[config.mk]
export PLATFORM = sky130hd
export DESIGN_NAME = batcher_trap
export DESIGN_NICKNAME = d
export VERILOG_FILES = /design/src/rtl/bsort_pkg.sv /design/src/rtl/bsort_stage.sv /design/src/rtl/bsort_trap.sv /design/src/rtl/bsort_compact.sv /design/src/rtl/batcher_trap.sv
export SDC_FILE = /design/constraint.sdc
export NUM_CORES = 1
export LEC_CHECK = 0
export BUFFER_PORTS_ARGS = -buffer_cell sky130_fd_sc_hd__buf_2
export CORE_MARGIN = 10
export CORE_UTILIZATION = 56
export DETAILED_ROUTE_END_ITERATION = 8
export PLACE_DENSITY = 0.77
export SLEW_MARGIN = 20
export SYNTH_ARGS = -nofsm -noshare
export SYNTH_HDL_FRONTEND = slang
export SYNTH_SLANG_ARGS = --single-unit
[constraint.sdc]
create_clock -name clk -period 4.44 [get_ports clk]
set_input_delay 1.332 -clock clk [delete_from_list [all_inputs] [get_ports clk]]
set_output_delay 1.332 -clock clk [all_outputs]
set_load 0.005 [all_outputs]
[src/rtl/bsort_pkg.sv]
package bsort_pkg;

  // Number of compare-exchange ranks for 2**logn inputs.
  function automatic int rank_count(input int logn);
    return (logn * (logn + 1)) / 2;
  endfunction

  // True when position x is the lower end of a compare-exchange pair in the
  // rank that merges blocks of size 2p with partner distance k.
  function automatic bit pair_low(input int x, input int p, input int k, input int n);
    int off;
    off = k % p;
    if (x < off) return 1'b0;
    if (x + k >= n) return 1'b0;
    if (((x - off) % (2 * k)) >= k) return 1'b0;
    return ((x / (2 * p)) == ((x + k) / (2 * p)));
  endfunction

endpackage

[src/rtl/bsort_stage.sv]
module bsort_stage import bsort_pkg::*; #(
  parameter int N     = 8,
  parameter int TAG_W = 3,
  parameter int IDX_W = 3,
  parameter int P     = 1,
  parameter int K     = 1
) (
  input  logic                                 clk,
  input  logic                                 rst,
  input  logic [N-1:0][1+TAG_W+IDX_W-1:0]      d,
  output logic [N-1:0][1+TAG_W+IDX_W-1:0]      q
);
  localparam int CW = 1 + TAG_W + IDX_W;
  localparam logic [CW-1:0] EMPTY = {1'b1, {(CW-1){1'b0}}};

  // Key is {empty, tag, port}: a plain unsigned compare orders valid cells by
  // tag, then by port, and puts empty slots last.
  for (genvar x = 0; x < N; x++) begin : g_pos
    if (pair_low(x, P, K, N)) begin : g_lo
      always_ff @(posedge clk) begin
        if (rst) q[x] <= EMPTY;
        else     q[x] <= (d[x] > d[x+K]) ? d[x+K] : d[x];
      end
    end else if ((x >= K) && pair_low(x - K, P, K, N)) begin : g_hi
      always_ff @(posedge clk) begin
        if (rst) q[x] <= EMPTY;
        else     q[x] <= (d[x-K] > d[x]) ? d[x-K] : d[x];
      end
    end else begin : g_pass
      always_ff @(posedge clk) begin
        if (rst) q[x] <= EMPTY;
        else     q[x] <= d[x];
      end
    end
  end

  logic [N-1:0] d_full, q_full;
  always_comb begin
    for (int i = 0; i < N; i++) begin
      d_full[i] = !d[i][CW-1];
      q_full[i] = !q[i][CW-1];
    end
  end

  AST_STAGE_CONSERVE: assert property (@(posedge clk) disable iff (rst)
    !$past(rst) |-> ($countones(q_full) == $countones($past(d_full))));

endmodule

[src/rtl/bsort_trap.sv]
module bsort_trap #(
  parameter int N     = 8,
  parameter int TAG_W = 3,
  parameter int IDX_W = 3
) (
  input  logic                                 clk,
  input  logic                                 rst,
  input  logic [N-1:0][1+TAG_W+IDX_W-1:0]      d,
  output logic [N-1:0][1+TAG_W+IDX_W-1:0]      q,
  output logic [N-1:0]                         mask
);
  localparam int CW = 1 + TAG_W + IDX_W;
  localparam logic [CW-1:0] EMPTY = {1'b1, {(CW-1){1'b0}}};

  logic [N-1:0] dup;
  logic [N-1:0] mask_n;

  // Sorted input: equal tags sit next to each other, lowest port first.
  always_comb begin
    dup    = '0;
    mask_n = '0;
    for (int x = 1; x < N; x++) begin
      dup[x] = !d[x][CW-1] && !d[x-1][CW-1] &&
               (d[x][CW-2 -: TAG_W] == d[x-1][CW-2 -: TAG_W]);
    end
    for (int x = 0; x < N; x++) begin
      if (dup[x]) mask_n[d[x][IDX_W-1:0]] = 1'b1;
    end
  end

  always_ff @(posedge clk) begin
    if (rst) begin
      mask <= '0;
      for (int x = 0; x < N; x++) q[x] <= EMPTY;
    end else begin
      mask <= mask_n;
      for (int x = 0; x < N; x++) q[x] <= dup[x] ? EMPTY : d[x];
    end
  end

  logic [N-1:0] d_full, q_full;
  always_comb begin
    for (int i = 0; i < N; i++) begin
      d_full[i] = !d[i][CW-1];
      q_full[i] = !q[i][CW-1];
    end
  end

  AST_TRAP_CONSERVE: assert property (@(posedge clk) disable iff (rst)
    !$past(rst) |-> (($countones(q_full) + $countones(mask)) == $countones($past(d_full))));

  AST_TRAP_DISJOINT: assert property (@(posedge clk) disable iff (rst)
    ($countones(mask) <= N - $countones(q_full)));

endmodule

[src/rtl/bsort_compact.sv]
module bsort_compact #(
  parameter int N     = 8,
  parameter int TAG_W = 3,
  parameter int IDX_W = 3
) (
  input  logic                                 clk,
  input  logic                                 rst,
  input  logic [N-1:0][1+TAG_W+IDX_W-1:0]      d,
  input  logic [N-1:0]                         mask_d,
  output logic [N-1:0]                         out_valid,
  output logic [N*TAG_W-1:0]                   out_tag,
  output logic [N*IDX_W-1:0]                   out_port,
  output logic [N-1:0]                         mask_q
);
  localparam int CW = 1 + TAG_W + IDX_W;
  localparam logic [CW-1:0] EMPTY = {1'b1, {(CW-1){1'b0}}};

  logic [N-1:0][CW-1:0] packed_c;
  logic [IDX_W:0]       cnt;

  // Scatter each surviving cell to the slot given by its running count.
  always_comb begin
    cnt = '0;
    for (int x = 0; x < N; x++) packed_c[x] = EMPTY;
    for (int x = 0; x < N; x++) begin
      if (!d[x][CW-1]) begin
        packed_c[cnt[IDX_W-1:0]] = d[x];
        cnt = cnt + 1'b1;
      end
    end
  end

  always_ff @(posedge clk) begin
    if (rst) begin
      out_valid <= '0;
      out_tag   <= '0;
      out_port  <= '0;
      mask_q    <= '0;
    end else begin
      mask_q <= mask_d;
      for (int x = 0; x < N; x++) begin
        out_valid[x]                 <= !packed_c[x][CW-1];
        out_tag[x*TAG_W +: TAG_W]    <= packed_c[x][CW-2 -: TAG_W];
        out_port[x*IDX_W +: IDX_W]   <= packed_c[x][IDX_W-1:0];
      end
    end
  end

  logic [N-1:0] d_full;
  always_comb begin
    for (int i = 0; i < N; i++) d_full[i] = !d[i][CW-1];
  end

  AST_COMPACT_CONSERVE: assert property (@(posedge clk) disable iff (rst)
    !$past(rst) |-> ($countones(out_valid) == $countones($past(d_full))));

  for (genvar x = 0; x + 1 < N; x++) begin : g_chk
    AST_OUT_ASCENDING: assert property (@(posedge clk) disable iff (rst)
      out_valid[x+1] |-> (out_valid[x] &&
        (out_tag[x*TAG_W +: TAG_W] < out_tag[(x+1)*TAG_W +: TAG_W])));
  end

endmodule

[src/rtl/batcher_trap.sv]
module batcher_trap import bsort_pkg::*; #(
  parameter int N     = 8,
  parameter int TAG_W = 3,
  parameter int IDX_W = $clog2(N)
) (
  input  logic               clk,
  input  logic               rst,
  input  logic [N-1:0]       in_valid,
  input  logic [N*TAG_W-1:0] in_tag,
  output logic [N-1:0]       out_valid,
  output logic [N*TAG_W-1:0] out_tag,
  output logic [N*IDX_W-1:0] out_port,
  output logic [N-1:0]       trap_mask
);
  localparam int CW     = 1 + TAG_W + IDX_W;
  localparam int LOGN   = $clog2(N);
  localparam int RANKS  = rank_count(LOGN);

  logic [N-1:0][CW-1:0] stg [RANKS+1];
  logic [N-1:0][CW-1:0] trapped_c;
  logic [N-1:0]         mask_t;

  // Empty slots get tag 0 so their input tag cannot influence anything.
  always_comb begin
    for (int i = 0; i < N; i++) begin
      stg[0][i] = {!in_valid[i],
                   in_valid[i] ? in_tag[i*TAG_W +: TAG_W] : {TAG_W{1'b0}},
                   IDX_W'(i)};
    end
  end

  for (genvar lp = 0; lp < LOGN; lp++) begin : g_merge
    for (genvar lk = lp; lk >= 0; lk--) begin : g_rank
      localparam int S = (lp * (lp + 1)) / 2 + (lp - lk);
      bsort_stage #(
        .N(N), .TAG_W(TAG_W), .IDX_W(IDX_W), .P(1 << lp), .K(1 << lk)
      ) u_stage (
        .clk(clk), .rst(rst), .d(stg[S]), .q(stg[S+1])
      );
    end
  end

  bsort_trap #(.N(N), .TAG_W(TAG_W), .IDX_W(IDX_W)) u_trap (
    .clk(clk), .rst(rst), .d(stg[RANKS]), .q(trapped_c), .mask(mask_t)
  );

  bsort_compact #(.N(N), .TAG_W(TAG_W), .IDX_W(IDX_W)) u_compact (
    .clk(clk), .rst(rst), .d(trapped_c), .mask_d(mask_t),
    .out_valid(out_valid), .out_tag(out_tag), .out_port(out_port),
    .mask_q(trap_mask)
  );

  AST_OUT_PACKED: assert property (@(posedge clk) disable iff (rst)
    ((out_valid & (out_valid + 1'b1)) == '0));

  AST_RESET_CLEAR: assert property (@(posedge clk)
    $past(rst) |-> (out_valid == '0 && trap_mask == '0));

endmodule

==> metrics.txt <==
outcome=complete, no violations; worst-path fanout max=13; CP startpoint kind=flip-flop; Slew HR=between 30% and 40%; die area=about 0.044 mm²; Seq/Total Area, Yosys=a little over two fifths; commonest non-fill, non-tap cell in the layout=dfxtp_1; crit path DAT=approximately 4.7 ns; met2 WL=27.1 mm; Detailed Routing Iterations Pass 1=6; IO Pins=roughly 100; Cell Rows=69; detail-routed via count per cell=slightly below 6; post-synthesis cell area=between 0.02 and 0.025 mm²; CTS Buf Count=43; clock tree root driver cell=clkbuf_16; Critical-path top delay cell=fa_1; post-synthesis cell type count=about 70; drt first-iter violations=around 1300; TritonCTS sink count=between 400 and 500; critical path cell sequence=fa_1, inv_1, ha_1, nand2b_1, o31a_4, inv_2, ha_1, nand2b_1, nand2_1, ha_1, nor2_1, a31oi_2, nor2_2, inv_2, ha_1, or3_1, o41ai_2, nor2b_4, buf_6, nand2_1, o41ai_1; Post-Route M1 WL=20.6 mm; WL final=54.1 mm; net count of the mapped netlist=~2500; Crit path top cell by count=ha_1; CP required=between 4 and 5 ns; Die Y=about 210 µm; HP Class=reg -> reg; initial antenna violation count=1; metal3 WL=3.31 mm; WS Path Type=reg -> reg; maxcap violations=0; Worst-Skew Late Latency=approximately 0.55 ns; PwrDens=approximately 460 mW/mm²; Vias=between 15000 and 20000; clock-pin slew on the worst setup and hold paths=roughly 0.060 ns; Ant. Diodes=0; commonest non-fill, non-tap cells in the layout=437 x dfxtp_1, 261 x nor2_1, 143 x a21oi_1, 140 x nand2_1, 129 x inv_1; synthesized netlist cell count=2299; P&R area growth vs syn=10.9%; final instance area=between 0.02 and 0.025 mm²; Nets=between 2000 and 2500; r2r setup slk=0.19 ns; port buffer count=97; largest net degree at the start of global routing=140; H-tree Lvls=2; RSZ-0062 raised after global routing=yes; Post-DP Area=approximately 0.021 mm²; share of cells above drive strength 1=a little under an eighth; wire per inst=between 15 and 20 µm; Max Used Layer=met4; first-pass GRT wire length=85.6 mm; TritonCTS clock tree=yes; CP Buf/Inv Count=4; Post-CTS Hold Buffers=0; Overflow after GRT=0; Clock Path Buffers=3; Final setup viols=0; yosys warns=0; Sum Neg Setup Slack=0 ns; Leak=about 9.4 nW; Post-synth EDFFs=0; Core Area=0.0356 mm²; Final min period=about 4.3 ns; hold slack=slightly above 0.4 ns; Initial Util=between 50% and 60%; crit end category=flip-flop; Worst VDD drop=between 300 and 400 µV; CP top delay family=adder cells; Final Cycle Share=between 90% and 100%; vias in the first global route=between 15000 and 20000; post-DP HPWL=around 40 mm; Fmax=~0.24 GHz; top_reg_cell synth=dfxtp_1; GPL Wtd Cong=about 0.94; Crit path largest cell delay=around 0.55 ns; Pins Over Slew Limit=0; fraction of registers with async set or reset after synthesis=0%; final hold viol count=0; DR DRC count=0; Worst-Margin Slew=~1 ns; total power=~10 mW; Yosys reg bits=~440; Fin Clk Skew=between 0.01 and 0.015 ns; synthesized area per cell=8.78 µm²; antenna-violating nets left=0; GRT Total Usage=about a quarter; Die Wd=approximately 210 µm
==> cells by family (layout without fill, tap and decap cells) <==
group | Yosys count | after routing | synth area share [%]
flip-flops | 439 | 439 | 43.5
adder cells (fa/ha/maj) | 122 | 122 | 7.64
AO/OA/AOI/OAI | 525 | 525 | 17.8
buffers and inverters | 276 | 341 | 5.69
XOR/XNOR | 32 | 32 | 1.80
multiplexers | 52 | 52 | 2.58
AND/OR/NAND/NOR | 853 | 853 | 20.9
==> worst paths after layout <==
check             cells past startpoint                                          start                                             to
hold / removal                        1  g_merge[2].g_rank[1].u_stage.q[55]$_SDFF_PP1_  g_merge[2].g_rank[0].u_stage.q[55]$_SDFF_PP1_
hold reg to reg                       1  g_merge[2].g_rank[1].u_stage.q[55]$_SDFF_PP1_  g_merge[2].g_rank[0].u_stage.q[55]$_SDFF_PP1_
setup / recovery                     21                        u_trap.q[13]$_SDFF_PP1_                u_compact.out_tag[2]$_SDFF_PP0_
setup reg to reg                     21                        u_trap.q[13]$_SDFF_PP1_                u_compact.out_tag[2]$_SDFF_PP0_
==> sequential cells by signal, indices dropped and copies added (netlist names) <==
register                  flops
g_merge.g_rank.u_stage.q    311
u_trap.q                     56
u_compact.out_port           24
u_compact.out_tag            24
u_compact.mask_q              8
u_compact.out_valid           8
u_trap.mask                   8
==> layer usage <==
layer | global-route usage (%) | up-vias
li1 | - | 8122
met1 | 26.1 | 7825
met2 | 42.7 | 578
met3 | 4.16 | 188
met4 | 13.1 | 0
met5 | 0.459 | -
==> metrics by stage <==
stage               util (%)  setup WS, ns  instances
floorplan                  -       0.00177       2299
global route            63.0       -0.0974       2825
detailed placement      58.7       -0.0269       2746
CTS                     62.5        0.0153       2821
global placement        58.7      0.000386       2746
finish                  63.0         0.188       2825
==> area by class of cell <==
class / count / area [µm²]
multi-input cells: 1584 / 10400
repair buffers: 131 / 792
well taps: 461 / 577
clock buffers: 62 / 1200
inverters: 135 / 507
clock inverters: 13 / 170
fillers: 3000 / 13200
flip-flops and latches: 439 / 8790
==> power by group <==
group | switching, mW | internal (mW)
logic | 1.54 | 0.803
registers | 0.209 | 4.19
clock network | 1.46 | 2.05
total | 3.21 | 7.04
==> synthesized netlist by cell type (52+ instances only) <==
library cell | count | area, µm²
a21oi_1 | 143 | 716
clkbuf_1 | 96 | 360
nor2b_1 | 103 | 644
dfxtp_1 | 439 | 8790
nand2_1 | 143 | 537
o21ai_0 | 104 | 521
mux2i_1 | 52 | 521
nand3_1 | 91 | 455
nor3_1 | 68 | 340
ha_1 | 120 | 1500
a211oi_1 | 59 | 443
inv_1 | 131 | 492
nor2_1 | 263 | 987
==> what timing repair did <==
| action | CTS | global route |
|---|---|---|
| pin swaps | 0 | 7 |
| buffers inserted | 0 | 4 |
| gates resized for setup | 5 | 21 |
| endpoints found under the setup margin | 27 | 55 |
Power figures use the tool's default switching activity.
